===== config.mk =====
export PLATFORM = sky130hd
export DESIGN_NAME = sdram_init_seq
export DESIGN_NICKNAME = d
export VERILOG_FILES = /design/src/rtl/sdinit_pkg.sv /design/src/rtl/sdinit_ctrl.sv /design/src/rtl/sdinit_dpath.sv /design/src/rtl/sdram_init_seq.sv
export SDC_FILE = /design/constraint.sdc
export NUM_CORES = 1
export LEC_CHECK = 0
export BUFFER_PORTS_ARGS = -buffer_cell sky130_fd_sc_hd__buf_2
export CORE_MARGIN = 4
export CORE_UTILIZATION = 50
export CTS_CLUSTER_DIAMETER = 80
export DETAILED_ROUTE_END_ITERATION = 6
export PLACE_DENSITY = 0.75
export SYNTH_ARGS = -nofsm -noshare
export SYNTH_HDL_FRONTEND = slang
export SYNTH_HIERARCHICAL = 1
export SYNTH_SLANG_ARGS = --single-unit

===== constraint.sdc =====
create_clock -name clk -period 2.23 [get_ports clk]
set_clock_uncertainty 0.2 [all_clocks]
set_input_delay 0.3345 -clock clk [delete_from_list [all_inputs] [get_ports clk]]
set_output_delay 0.3345 -clock clk [all_outputs]
set_load 0.02 [all_outputs]

===== src/rtl/sdinit_pkg.sv =====
package sdinit_pkg;

  // Command code: bit0 = row strobe, bit1 = column strobe, bit2 = write (active high)
  typedef enum logic [2:0] {
    CMD_NOP = 3'd0,
    CMD_REF = 3'd3,
    CMD_PRE = 3'd5,
    CMD_MRS = 3'd7
  } sdCmd_e;

  typedef enum logic [1:0] {
    LEN_GUARD,
    LEN_NOPWAIT,
    LEN_GAP,
    LEN_SETTLE
  } waitSel_e;

  typedef enum logic [3:0] {
    ST_IDLE,
    ST_GUARD,
    ST_NOP,
    ST_NOPWAIT,
    ST_PRE,
    ST_PREGAP,
    ST_REF,
    ST_REFGAP,
    ST_MRS,
    ST_SETTLE,
    ST_DONE
  } seqState_e;

  typedef struct packed {
    sdCmd_e   cmd;
    logic     ckeOn;
    logic     busyOn;
    logic     doneOn;
    logic     cntLoad;
    waitSel_e cntSel;
    logic     refLoad;
    logic     refDec;
  } seqStrobe_t;

endpackage


===== src/rtl/sdinit_ctrl.sv =====
module sdinit_ctrl
  import sdinit_pkg::*;
(
  input  logic       clk,
  input  logic       rstN,
  input  logic       start,
  input  logic       cntZero,
  input  logic       refsDone,
  output seqStrobe_t stb
);

  seqState_e state, stateNxt;

  always_ff @(posedge clk or negedge rstN) begin
    if (!rstN) state <= ST_IDLE;
    else       state <= stateNxt;
  end

  always_comb begin
    stateNxt = state;
    unique case (state)
      ST_IDLE:    if (start) stateNxt = ST_GUARD;
      ST_GUARD:   if (cntZero) stateNxt = ST_NOP;
      ST_NOP:     stateNxt = ST_NOPWAIT;
      ST_NOPWAIT: if (cntZero) stateNxt = ST_PRE;
      ST_PRE:     stateNxt = ST_PREGAP;
      ST_PREGAP:  if (cntZero) stateNxt = ST_REF;
      ST_REF:     stateNxt = ST_REFGAP;
      ST_REFGAP:  if (cntZero) stateNxt = refsDone ? ST_MRS : ST_REF;
      ST_MRS:     stateNxt = ST_SETTLE;
      ST_SETTLE:  if (cntZero) stateNxt = ST_DONE;
      ST_DONE:    stateNxt = ST_DONE;
      default:    stateNxt = ST_IDLE;
    endcase
  end

  always_comb begin
    stb.cmd     = CMD_NOP;
    stb.ckeOn   = 1'b1;
    stb.busyOn  = 1'b1;
    stb.doneOn  = 1'b0;
    stb.cntLoad = 1'b0;
    stb.cntSel  = LEN_GAP;
    stb.refLoad = 1'b0;
    stb.refDec  = 1'b0;
    unique case (state)
      ST_IDLE: begin
        stb.ckeOn  = 1'b0;
        stb.busyOn = 1'b0;
        if (start) begin
          stb.cntLoad = 1'b1;
          stb.cntSel  = LEN_GUARD;
        end
      end
      ST_GUARD: stb.ckeOn = 1'b0;
      ST_NOP: begin
        stb.cntLoad = 1'b1;
        stb.cntSel  = LEN_NOPWAIT;
      end
      ST_PRE: begin
        stb.cmd     = CMD_PRE;
        stb.cntLoad = 1'b1;
        stb.cntSel  = LEN_GAP;
        stb.refLoad = 1'b1;
      end
      ST_REF: begin
        stb.cmd     = CMD_REF;
        stb.cntLoad = 1'b1;
        stb.cntSel  = LEN_GAP;
        stb.refDec  = 1'b1;
      end
      ST_MRS: begin
        stb.cmd     = CMD_MRS;
        stb.cntLoad = 1'b1;
        stb.cntSel  = LEN_SETTLE;
      end
      ST_DONE: begin
        stb.busyOn = 1'b0;
        stb.doneOn = 1'b1;
      end
      default: ;
    endcase
  end

endmodule


===== src/rtl/sdinit_dpath.sv =====
module sdinit_dpath
  import sdinit_pkg::*;
#(
  parameter int ADDR_W     = 13,
  parameter int GUARD_CYC  = 50000,
  parameter int NOP_WAIT   = 10000,
  parameter int GAP_CYC    = 10,
  parameter int SETTLE_CYC = 10000,
  parameter int REF_COUNT  = 8,
  parameter logic [ADDR_W-1:0] MODE_VAL = 'h020
) (
  input  logic              clk,
  input  logic              rstN,
  input  seqStrobe_t        stb,
  output logic              cntZero,
  output logic              refsDone,
  output logic              cke,
  output logic              csN,
  output logic              rasN,
  output logic              casN,
  output logic              weN,
  output logic [ADDR_W-1:0] addr,
  output logic              busy,
  output logic              done
);

  localparam int MAX_A   = (GUARD_CYC > NOP_WAIT) ? GUARD_CYC : NOP_WAIT;
  localparam int MAX_B   = (GAP_CYC > SETTLE_CYC) ? GAP_CYC : SETTLE_CYC;
  localparam int MAX_LEN = (MAX_A > MAX_B) ? MAX_A : MAX_B;
  localparam int CNT_W   = $clog2(MAX_LEN + 1) + 1;
  localparam int REF_W   = $clog2(REF_COUNT + 1) + 1;
  localparam int PRE_BIT = 10;

  logic [CNT_W-1:0]  cnt, cntInit;
  logic [REF_W-1:0]  refCnt;
  logic [2:0]        cmdBits;
  logic [2:0]        pinN;
  logic [ADDR_W-1:0] addrNxt;

  always_comb begin
    unique case (stb.cntSel)
      LEN_GUARD:   cntInit = CNT_W'(GUARD_CYC - 1);
      LEN_NOPWAIT: cntInit = CNT_W'(NOP_WAIT - 2);
      LEN_GAP:     cntInit = CNT_W'(GAP_CYC - 2);
      default:     cntInit = CNT_W'(SETTLE_CYC - 2);
    endcase
  end

  always_ff @(posedge clk or negedge rstN) begin
    if (!rstN)               cnt <= '0;
    else if (stb.cntLoad)    cnt <= cntInit;
    else if (cnt != '0)      cnt <= cnt - 1'b1;
  end

  assign cntZero = (cnt == '0);

  always_ff @(posedge clk or negedge rstN) begin
    if (!rstN)             refCnt <= '0;
    else if (stb.refLoad)  refCnt <= REF_W'(REF_COUNT);
    else if (stb.refDec)   refCnt <= refCnt - 1'b1;
  end

  assign refsDone = (refCnt == '0);

  always_comb begin
    unique case (stb.cmd)
      CMD_PRE: addrNxt = ADDR_W'(1) << PRE_BIT;
      CMD_MRS: addrNxt = MODE_VAL;
      default: addrNxt = '0;
    endcase
  end

  always_ff @(posedge clk or negedge rstN) begin
    if (!rstN) begin
      cmdBits <= CMD_NOP;
      addr    <= '0;
      cke     <= 1'b0;
      csN     <= 1'b1;
      busy    <= 1'b0;
      done    <= 1'b0;
    end else begin
      cmdBits <= stb.cmd;
      addr    <= addrNxt;
      cke     <= stb.ckeOn;
      csN     <= 1'b0;
      busy    <= stb.busyOn;
      done    <= stb.doneOn;
    end
  end

  for (genvar i = 0; i < 3; i++) begin : g_pin
    assign pinN[i] = ~cmdBits[i];
  end

  assign rasN = pinN[0];
  assign casN = pinN[1];
  assign weN  = pinN[2];

endmodule


===== src/rtl/sdram_init_seq.sv =====
module sdram_init_seq
  import sdinit_pkg::*;
#(
  parameter int ADDR_W     = 13,
  parameter int GUARD_CYC  = 50000,
  parameter int NOP_WAIT   = 10000,
  parameter int GAP_CYC    = 10,
  parameter int SETTLE_CYC = 10000,
  parameter int REF_COUNT  = 8,
  parameter logic [ADDR_W-1:0] MODE_VAL = 'h020
) (
  input  logic              clk,
  input  logic              rstN,
  input  logic              start,
  output logic              cke,
  output logic              csN,
  output logic              rasN,
  output logic              casN,
  output logic              weN,
  output logic [ADDR_W-1:0] addr,
  output logic              busy,
  output logic              done
);

  seqStrobe_t stb;
  logic       cntZero;
  logic       refsDone;

  sdinit_ctrl ctrl_i (
    .clk      (clk),
    .rstN     (rstN),
    .start    (start),
    .cntZero  (cntZero),
    .refsDone (refsDone),
    .stb      (stb)
  );

  sdinit_dpath #(
    .ADDR_W     (ADDR_W),
    .GUARD_CYC  (GUARD_CYC),
    .NOP_WAIT   (NOP_WAIT),
    .GAP_CYC    (GAP_CYC),
    .SETTLE_CYC (SETTLE_CYC),
    .REF_COUNT  (REF_COUNT),
    .MODE_VAL   (MODE_VAL)
  ) dpath_i (
    .clk      (clk),
    .rstN     (rstN),
    .stb      (stb),
    .cntZero  (cntZero),
    .refsDone (refsDone),
    .cke      (cke),
    .csN      (csN),
    .rasN     (rasN),
    .casN     (casN),
    .weN      (weN),
    .addr     (addr),
    .busy     (busy),
    .done     (done)
  );

endmodule


* Word level (Yosys, flattened, before mapping)
Index checks and enable logic that the tools add are counted.
Storage, ports and cells: input port bits 3, bits in registers 44, output and inout port bits 20, word-level logic and storage cells 66
Operators by class: mux-type cells 22, $add $sub $neg 2, equal/unequal tests 19, bitwise operators 3, reduce and logical (&&, ||, !) cells 11
Operators with widths (count):
- 4-bit one-hot mux with 11 select lines | 1
- 17-bit 2-to-1 mux | 2
- 16-bit one-hot mux with 2 select lines | 1
- 4-bit 2-to-1 mux | 7
- 11-bit one-hot mux with 2 select lines | 1
- 17-bit zero test | 1
- 17-bit nonzero test | 1
- 17-bit by 1-bit subtractor with 17-bit output (second input constant) | 1
- 4-bit by 3-bit equality test with 1-bit output (second input constant) | 4
- 4-bit equality test (second input constant) | 3
- 2-bit inequality test (second input constant) | 6
- 3-bit one-hot mux with 4 select lines | 1
- 5-bit 2-to-1 mux | 2
- 3-bit one-hot mux with 3 select lines | 1
- 4-bit by 2-bit equality test with 1-bit output (second input constant) | 2
- 3-bit equality test (second input constant) | 2
- 6-bit AND reduction | 1
- 2-bit OR reduction | 3
- 5-bit zero test | 1
- 1-bit 2-to-1 mux | 5
- 5-bit by 1-bit subtractor with 5-bit output (second input constant) | 1
- 4-bit by 1-bit equality test with 1-bit output (second input constant) | 1
- 4-bit zero test | 1
- 2-bit nonzero test | 2
- 4 further kinds | 6

* Longest topological paths before layout
Gate-level depths: netlist of run 1.
depth after elaboration 6, gate-level depth with buffers 8, depth with buffers taken out 7

* Modules after synthesis
Netlist of run 1, hierarchy kept.
By module, submodules not included:
- sdinit_dpath | instances 1, area an instance 1525.2 sq um, sequential area each 777.0 sq um, cells an instance 142
- sdinit_ctrl | instances 1, area an instance 342.8 sq um, sequential area each 100.1 sq um, cells an instance 45

* Worst setup path after synthesis of run 1
No wires, ideal clock.
kind flip-flop to flip-flop, start register ctrl_i.state[3], end register dpath_i.refCnt[3], cell stages (with the launch flop) 6, clock period less this slack 2075 ps, path buffers 1, path slack 155 ps, data arrival time 1754 ps, setup time 121 ps, cell sequence dfrtp_1 > buf_2 > nor4_1 > nor4b_1 > xnor2_1 > nand2b_1
RTL lines:
- start: declaration | line sdinit_ctrl.sv:12 | seqState_e state, stateNxt;
- start signal: assignment | line sdinit_ctrl.sv:16 | else state <= stateNxt;
- end signal: assignment | line sdinit_dpath.sv:59 | else if (stb.refLoad) refCnt <= REF_W'(REF_COUNT);
- end signal: assignment | line sdinit_dpath.sv:60 | else if (stb.refDec) refCnt <= refCnt - 1'b1;
- end: declaration | line sdinit_dpath.sv:35 | logic [REF_W-1:0] refCnt;

* Worst setup path after layout of run 1
start register dpath_i.cnt[1], end register dpath_i.cnt[5]
On the way: longest elaborated chain between the ends 3
RTL lines:
- start: declaration | line sdinit_dpath.sv:34 | logic [CNT_W-1:0] cnt, cntInit;
- start signal: assignment | line sdinit_dpath.sv:51 | else if (stb.cntLoad) cnt <= cntInit;
- start signal: assignment | line sdinit_dpath.sv:52 | else if (cnt != '0) cnt <= cnt - 1'b1;
- 17-bit by 1-bit subtractor with 17-bit output | line sdinit_dpath.sv:52
- 17-bit 2-to-1 mux | line sdinit_dpath.sv:52
- 17-bit 2-to-1 mux | line sdinit_dpath.sv:51
Several ways; a longest one is shown, not always the timed one. The select of a mux whose other input is x is not followed. A chain may end at the register's enable or synchronous reset.

==> results.json, run 1 <==
{
  "status": "finished, final reports clean",
  "grt_pass1_vias": 1414,
  "period_share_pct": 95.77,
  "synth.top_cell.area_share_pct": 45.55,
  "dp_hpwl_um": 2574,
  "drive_above_1_share_pct": 22.79,
  "vdd_drop_max_mv": 0.5476,
  "hold_violations": 0,
  "max_slew.worst_pin.slew_ns": 0.7742,
  "ys.flop_type": "dfrtp_1",
  "place_inst": 249,
  "start_util_pct": 53.86,
  "grt-ovfl-total": 0,
  "setup_viol": 0,
  "fin_cells": 261,
  "routed_wl_um": 3682,
  "maxCapViolCount": 0,
  "drt_pass1_iterations": 4,
  "antenna_found_initial": 0,
  "met3WireLength_um": 192,
  "multi_input_area_um2": 884.6,
  "ys_ff_latch": 35,
  "htreeDepth": 2,
  "port_buffers": 11,
  "critical_path_required_ns": 2.23,
  "gp_congestion": 0.8815,
  "path_clk_slew_ns": 0.07,
  "ioPinCount": 23,
  "clk-insertion-delay-late_ns": 0.28,
  "grt_pass1_wl_um": 6555,
  "antenna_left": 0,
  "path_max_fanout": 7,
  "diodes": 0,
  "fmax_mhz": 468.2,
  "fin_util_pct": 62.05,
  "synth_edf_count": 0,
  "grt_usage_pct": 16.63,
  "hold_class": "reg -> reg",
  "place_area_mm2": 0.001976,
  "met1_length_um": 1657,
  "endpoint_kind": "register",
  "ys_top_cells_by_area": "dfrtp_1 46%, buf_4 5.2%, xor2_1 4.2%",
  "cts_buffers": 5,
  "die_h_um": 69.13,
  "die_w_um": 69.13,
  "grt_max_degree": 36,
  "power_density_mw_per_mm2": 928.5,
  "root_buffer": "clkbuf_8",
  "slew_headroom_pct": 48.39,
  "routed_via_density": 5.433,
  "clock_sinks": 35,
  "cts_tree": "yes",
  "fin_area_mm2": 0.002152,
  "first_iter_violations": 100,
  "wl_met2_um": 1822,
  "yosys.area.top_type": "dfrtp_1",
  "syn_inst": 187,
  "drc": 0,
  "fill_cells": 311,
  "syn_to_final_growth_pct": 15.20,
  "timing.hold.ws_ns": 0.3500,
  "arrival_ns": 2.14,
  "critPathLaunchType": "register",
  "wl_per_cell_um": 14.11,
  "yosysWarnings": 6,
  "seqCellArea_um2": 877.1,
  "synth.cell_area_mm2": 0.001868,
  "vias": 1418,
  "dr.max_layer_used": "met4",
  "drv_slew": 0,
  "async_reset_ff_share_pct": 100.0,
  "period_needed_ns": 2.136,
  "rows": 21,
  "path_class": "reg -> reg",
  "ys_seq_area_share_pct": 46.95,
  "fp.dieArea_mm2": 0.004778,
  "syn-mean-instance-area_um2": 9.990,
  "clock_path_buffers": 2,
  "ys_types": 50,
  "core_region_area_mm2": 0.003468,
  "nNetsFinal": 219,
  "p_leak_uw": 0.0009355
}
==> timing repair <==
item                                    in CTS  in global routing
endpoints found under the setup margin       4                  9
resized for setup                            1                  3
hold buffers                                 1                  0
endpoints found under the hold margin       34                  0
buffers inserted                             0                  3
==> per-layer routing <==
metal	GRT usage, %	up-vias
li1	-	687
met1	22.19	693
met2	26.69	36
met3	4.506	2
met4	4.338	0
met5	0	-
==> final timing paths <==
path / startpoint / endpoint / slack [ns] / depth (start not counted)
hold / removal: dpath_i/refCnt[4] / dpath_i/refCnt[4] / 0.35 / 2
setup reg to reg: dpath_i/cnt[1] / dpath_i/cnt[5] / 0.09 / 7
max in group asynchronous: rstN / dpath_i/cmdBits[0] / 0.86 / 2
hold reg to reg: dpath_i/refCnt[4] / dpath_i/refCnt[4] / 0.35 / 2
min in group asynchronous: rstN / dpath_i/cnt[15] / 0.47 / 2
setup / recovery: dpath_i/cnt[1] / dpath_i/cnt[5] / 0.09 / 7
==> final cells by class <==
| type | instances | share of cell area [%] |
|---|---|---|
| repair buffers | 27 | 8.256 |
| clock buffers | 6 | 3.837 |
| multi-input cells | 135 | 41.10 |
| clock inverters | 2 | 1.628 |
| well taps | 46 | 2.674 |
| inverters | 10 | 1.744 |
| flip-flops and latches | 35 | 40.76 |
==> synthesized netlist by cell type, drive strengths merged (2+ instances only) <==
master / count
dfrtp: 34
buf: 17
o21ai: 15
nor2: 12
inv: 10
nand2: 10
xor2: 9
nor4: 8
or3: 8
a21oi: 7
nor3: 6
xnor2: 6
nand3: 5
nand2b: 3
nand4: 3
or2: 3
and3: 2
ha: 2
nand3b: 2
nand4b: 2
nor4b: 2
o21a: 2
==> state kept, by name, indices dropped and copies added, names as in the netlist <==
signal	count
ctrl_i/state	4
dpath_i/addr	2
dpath_i/busy	1
dpath_i/cke	1
dpath_i/cmdBits	3
dpath_i/cnt	17
dpath_i/csN	1
dpath_i/done	1
dpath_i/refCnt	5
==> layout by cell type (no fill, tap or decap), types with 6 or more instances in the layout <==
cell      netlist  routed
a21oi_1         6       6
o21ai_0        14      14
inv_1           9       9
nand2_1        10      10
xnor2_1         6       6
conb_1          1      12
nor2_1         12      12
buf_2           3      11
or3_1           8       8
dfrtp_1        34      34
buf_4          13      15
clkbuf_8        0       6
xor2_1          9       9
nor4_1          6       6
==> cell families (layout without fill, tap and decap cells) <==
kind of cell	after synthesis	after routing	synth area share, %
compound gates	34	34	12.12
xor+xnor	15	15	7.033
other cells	1	12	0.2007
simple gates	72	72	23.04
flops	35	35	46.95
fa+ha+maj	2	2	1.339
buf+inv	28	45	9.309
==> through the flow <==
stage	total power, uW	worst slack, ns	setup TNS (ns)
2_1_floorplan	1258	0.1551	0
3_3_place_gp	1368	0.1586	0
3_5_place_dp	1397	0.05869	0
4_1_cts	1997	0.06155	0
5_1_grt	2128	-0.02264	-0.04541
6_report	1998	0.09436	0
==> power breakdown <==
part           total, uW  internal, uW  switching (uW)
Combinational        491           242             249
Clock                583           362             222
Sequential           924           758             166
Total               2000          1360             637
==> critical path: stages, from the launching register on <==
cell     delay [ns]
dfrtp_1        0.40
inv_1          0.06
ha_1           0.24
nor4b_4        0.16
and4_4         0.24
buf_4          0.16
or4_1          0.46
a21oi_1        0.14
(Power assumes the default switching activity.)
==> run 2, diff against run 1 <==
Settings changed: ABC_AREA set to 1.
==> run 2 against run 1 <==
  * First-iteration DRC count decreased by 10%
  * Critical path depth increased by 2
  * Clock power increased by 17%
  * Critical path type unchanged
  * Hold slack got worse by 0.062 ns
  * Register-to-register slack improved by 0.09 ns
  * Core utilization decreased by 4.2 points
  * Non-clock buffer count decreased by 11
  * Sequential cell count unchanged
  * Sequential share of layout area decreased by 2.8 points
  * Maximum frequency increased by 4.4%
==> results.json, run 2 <==
{
  "status": "finished, final reports clean",
  "seqPwrFrac_pct": 47.0,
  "dr.max_layer_used": "met4",
  "grt_usage_pct": 16.46,
  "diodes": 0,
  "drt_pass1_iterations": 4,
  "power_density_mw_per_mm2": 585.7,
  "vdd_drop_max_mv": 0.4299,
  "cp.buffers_inverters": 1,
  "pwr-share-clk_pct": 50.5,
  "ys_top_cells_by_area": "dfrtp_1 41%, nand2_1 13%, inv_1 7.3%",
  "clk-insertion-delay-late_ns": 0.29,
  "maxCapViolCount": 0,
  "syn-mean-instance-area_um2": 7.595,
  "timing.hold.ws_ns": 0.2876,
  "die_w_um": 72.16,
  "synth_most_common_cell": "nand2_1",
  "synth.top_cell.area_share_pct": 41.34,
  "dp_hpwl_um": 2870,
  "port_buffers": 11,
  "syn_to_final_growth_pct": 12.40,
  "critPathMaxStageDelay_ns": 0.45,
  "finalSetupTns_ns": 0,
  "regMostFlops": "dpath_i/cnt",
  "critical_path_required_ns": 2.21,
  "hold_violations": 0,
  "ioPinCount": 23,
  "switching_share_pct": 19.92,
  "routed_via_density": 4.750,
  "clock_sinks": 35,
  "nNetsFinal": 298,
  "routed_wl_um": 3831,
  "async_reset_ff_share_pct": 100.0,
  "synth.cell_area_mm2": 0.002058,
  "setup_viol": 0,
  "fin_cells": 344,
  "yosys-top-cells-count": "70 x nand2_1, 40 x inv_1, 34 x dfrtp_1, 25 x nor2_1, 18 x nand3_1",
  "ys_types": 34,
  "ys_ff_latch": 35,
  "root_buffer": "clkbuf_8",
  "path_cells": "nor2_1 > nand3b_1 > nand3_1 > nand2_2 > inv_4 > o21a_1 > o21ai_0 > nand2_1 > o21ai_1",
  "final_common_cell": "nand2_1",
  "met1_length_um": 1718,
  "vias": 1634,
  "core_region_area_mm2": 0.004000,
  "cts_buffers": 5,
  "critPathSlowestCell": "dfrtp_1",
  "antenna_left": 0,
  "setup_ws_ns": 0.1838,
  "largest_registers": "dpath_i/cnt: 17 flops, dpath_i/refCnt: 5 flops, ctrl_i/state: 4 flops",
  "grt_pass1_vias": 1513,
  "grt_pass1_wl_um": 6506,
  "gp_congestion": 0.8436,
  "critPathLaunchType": "register",
  "first_iter_violations": 90,
  "fp.dieArea_mm2": 0.005207,
  "path_max_fanout": 9,
  "p_switching_uw": 269.9,
  "cts_tree": "yes",
  "met3WireLength_um": 155,
  "die_h_um": 72.16,
  "period_needed_ns": 2.046,
  "pre_cts_ws_ns": 0.1203,
  "rows": 23,
  "ys.flop_type": "dfrtp_1",
  "intPower_uw": 1085,
  "clock_path_buffers": 2,
  "yosysWarnings": 6,
  "endpoint_kind": "register",
  "antenna_found_initial": 0,
  "grt_max_degree": 36,
  "wl_met2_um": 1887,
  "ys_seq_area_share_pct": 42.61,
  "hold_class": "in -> reg",
  "path_class": "reg -> reg",
  "yosys.area.top_type": "dfrtp_1",
  "arrival_ns": 2.02,
  "drive_above_1_share_pct": 19.39,
  "rsz0062_at_grt": "false",
  "start_util_pct": 51.45,
  "p_leak_uw": 0.001265,
  "wl_per_cell_um": 11.14,
  "syn_inst": 271,
  "max_slew.worst_pin.slew_ns": 0.7848,
  "path_delay_family": "simple AND/OR/NAND/NOR gates",
  "htreeDepth": 2,
  "drv_slew": 0,
  "path_clk_slew_ns": 0.07,
  "slew_headroom_pct": 47.68,
  "fmax_mhz": 488.7,
  "drc": 0,
  "synth_edf_count": 0,
  "grt-ovfl-total": 0,
  "period_share_pct": 91.76,
  "place_inst": 333,
  "final_cell_mix": "68 x nand2_1, 40 x inv_1, 34 x dfrtp_1, 25 x nor2_1, 18 x nand3_1",
  "largest_reg_flops": 17,
  "pwr-share-comb_pct": 2.5
}
## run 2: cell families (layout without fill, tap and decap cells)
kind of cell               Yosys count  after routing  synth area share, %
and+or+nand+nor                    147            147                35.26
buffers and inverters               58             70                12.64
DFF                                 35             35                42.61
AOI/OAI and AO/OA                   24             24                6.383
xor gates and xnor gates             4              4                1.702
adders and majority gates            2              2                1.216
other                                1             12               0.1822
## run 2: final timing paths
check,slack [ns],to,cells after the start,start
max in group asynchronous,0.87,dpath_i/cnt[10],2,rstN
setup / recovery,0.18,dpath_i/cnt[1],9,ctrl_i/state[0]
hold reg to reg,0.30,dpath_i/refCnt[3],1,dpath_i/refCnt[3]
setup reg to reg,0.18,dpath_i/cnt[1],9,ctrl_i/state[0]
min in group asynchronous,0.47,dpath_i/cmdBits[2],2,rstN
hold / removal,0.29,ctrl_i/state[3],5,start
## run 2: area by class of cell
| class | instances | area (um^2) |
|---|---|---|
| tap | 50 | 62.56 |
| inverter | 46 | 175.2 |
| clock buffer | 5 | 68.82 |
| multi-input combinational | 189 | 967.2 |
| sequential | 35 | 877.1 |
| timing repair buffer | 16 | 95.09 |
| fill | 372 | 1687 |
| clock inverter | 3 | 67.56 |
## run 2: layer usage
layer,GRT usage (%),vias up
met4,7.516,0
met2,26.69,21
met1,19.61,741
li1,-,865
met3,5.679,7
met5,0,-
## run 2: repair_timing
action	in CTS	in global routing
setup buffers	0	2
endpoints found under the setup margin	0	4
hold buffers	1	0
resized for setup	0	3
endpoints found under the hold margin	34	0
## run 2: power by group through the flow
| stage | Combinational, uW | Clock (uW) | Sequential, uW |
|---|---|---|---|
| 4_1_cts | 34.3 | 708 | 636 |
| 3_5_place_dp | 33.0 | 0 | 648 |
| 6_report | 33.9 | 685 | 636 |
| 5_1_grt | 37.9 | 731 | 636 |
| 2_1_floorplan | 31.3 | 0 | 650 |
| 3_3_place_gp | 32.8 | 0 | 648 |
## run 2: tightest hold or removal path, delay by kind of cell
family	cells	cell delay, ns
buffers and inverters	1	0.08
and+or+nand+nor	4	0.32
## run 2: per-stage QoR
stage / utilization, % / power [uW] / cell area [um^2]
CTS: 57.27 / 1378 / 2291
detailed placement: 53.61 / 681.5 / 2145
global route: 57.84 / 1405 / 2313
finish: 57.84 / 1355 / 2313
global placement: 53.61 / 681.2 / 2145
floorplan: - / 681.3 / 2100
==> run 3, diff against run 2 <==
Settings changed: PLACE_DENSITY 0.75 to 0.73.
==> run 3 against run 2 <==
  * Sequential power hardly changed
  * Cell count shrank 0.58%
  * Hold slack improved by 0.0093 ns
  * Critical endpoint is now dpath_i/cnt[8]
  * Largest power group unchanged
  * Highest routed layer unchanged
==> results.json, run 3 (synthesis results as in run 2) <==
{
  "status": "finished, final reports clean",
  "dp_hpwl_um": 2997,
  "min_from": "dpath_i/cnt[16]",
  "diodes": 0,
  "root_buffer": "clkbuf_8",
  "postCtsSetupBuffers": 0,
  "grt-ovfl-total": 0,
  "cts_buffers": 5,
  "rows": 23,
  "vias": 1685,
  "power_density_mw_per_mm2": 587.3,
  "htreeDepth": 2,
  "grt_pass1_wl_um": 7231,
  "crit-reg2reg-launch": "ctrl_i/state[1]",
  "critical_path_required_ns": 2.20,
  "grt_pass1_vias": 1641,
  "first_iter_violations": 127,
  "path_clk_slew_ns": 0.07,
  "fp.dieArea_mm2": 0.005207,
  "syn_to_final_growth_pct": 11.67,
  "fmax_mhz": 495.4,
  "maxCapViolCount": 0,
  "die_h_um": 72.16,
  "path_max_fanout": 8,
  "setup_ws_ns": 0.2113,
  "clock_sinks": 35,
  "fin_area_mm2": 0.002298,
  "critPathLaunchType": "register",
  "drt_pass1_iterations": 4,
  "p_leak_uw": 0.001256,
  "finalSetupTns_ns": 0,
  "core_region_area_mm2": 0.004000,
  "grt_max_degree": 36,
  "final_cell_mix": "69 x nand2_1, 40 x inv_1, 34 x dfrtp_1, 24 x nor2_1, 18 x nand3_1",
  "clock_path_buffers": 2,
  "hold_violations": 0,
  "routed_wl_um": 4037,
  "antenna_found_initial": 0,
  "gp_congestion": 1.030,
  "final_common_cell": "nand2_1",
  "wl_per_cell_um": 11.80,
  "hold_class": "reg -> reg",
  "port_buffers": 11,
  "cts_tree": "yes",
  "nNetsFinal": 296,
  "ioPinCount": 23,
  "crit_start": "ctrl_i/state[1]",
  "start_util_pct": 51.45,
  "period_share_pct": 90.53,
  "die_w_um": 72.16,
  "drv_slew": 0,
  "place_area_mm2": 0.002145,
  "vdd_drop_max_mv": 0.4077,
  "rsz0062_at_grt": "false",
  "path_class": "reg -> reg",
  "drc": 0,
  "regMostFlops": "dpath_i/cnt",
  "drive_above_1_share_pct": 18.84,
  "clk-insertion-delay-late_ns": 0.29,
  "fin_util_pct": 57.46,
  "arrival_ns": 1.99,
  "antenna_left": 0,
  "grt_usage_pct": 17.78,
  "setup_viol": 0,
  "slew_headroom_pct": 48.19,
  "period_needed_ns": 2.019,
  "pre_cts_ws_ns": 0.1643,
  "largest_reg_flops": 17,
  "endpoint_kind": "register",
  "largest_registers": "dpath_i/cnt: 17 flops, dpath_i/refCnt: 5 flops, ctrl_i/state: 4 flops",
  "routed_via_density": 4.927,
  "max_slew.worst_pin.slew_ns": 0.7772
}
## run 3: what timing repair did
item | CTS | global route
endpoints found under the setup margin | 0 | 7
gates resized for setup | 0 | 3
hold buffers | 1 | 0
hold endpoints to repair | 34 | 0
## run 3: final timing paths
path	endpoint	slack, ns	cells after the start
max reg2reg	dpath_i/cnt[8]	0.21	10
min reg2reg	dpath_i/cnt[16]	0.30	2
max in group asynchronous	dpath_i/cnt[7]	0.87	2
min	dpath_i/cnt[16]	0.30	2
min in group asynchronous	dpath_i/cnt[13]	0.46	2
max	dpath_i/cnt[8]	0.21	10
## run 3: through the flow
step                      instances  hold WS, ns  power, uW
after floorplan                 282      -0.1611      681.3
after global placement          333       0.2623      681.6
after detailed placement        333       0.2683      682.2
after CTS                       342       0.2906       1369
after global routing            342       0.3365       1407
final                           342       0.2969       1350
## run 3: layout make-up
| class | count | area, um^2 |
|---|---|---|
| tap | 50 | 62.56 |
| inverter | 46 | 175.2 |
| fill | 371 | 1702 |
| sequential | 35 | 877.1 |
| timing repair buffer | 14 | 80.08 |
| multi-input combinational | 189 | 967.2 |
| clock buffer | 5 | 68.82 |
| clock inverter | 3 | 67.56 |
## run 3: routing by layer
metal  global-route usage, %  part of all wire (%)
met3                   3.740                   4.3
met1                   22.40                    46
met2                   30.33                    48
met5                       0                     0
met4                   5.846                   1.4
## run 3: worst max-delay path, cell delays in order, from the launching register on
cell,delay [ns]
dfrtp_1,0.45
inv_2,0.12
nor2_1,0.07
nand2_1,0.11
inv_2,0.08
nor2_2,0.17
nand2_2,0.15
inv_4,0.13
nand4_2,0.18
inv_1,0.18
a21oi_1,0.06
## run 3: where the power goes
part,switching (uW),internal [uW]
clock,234,446
combinational,30.8,3.24
sequential,0.319,636
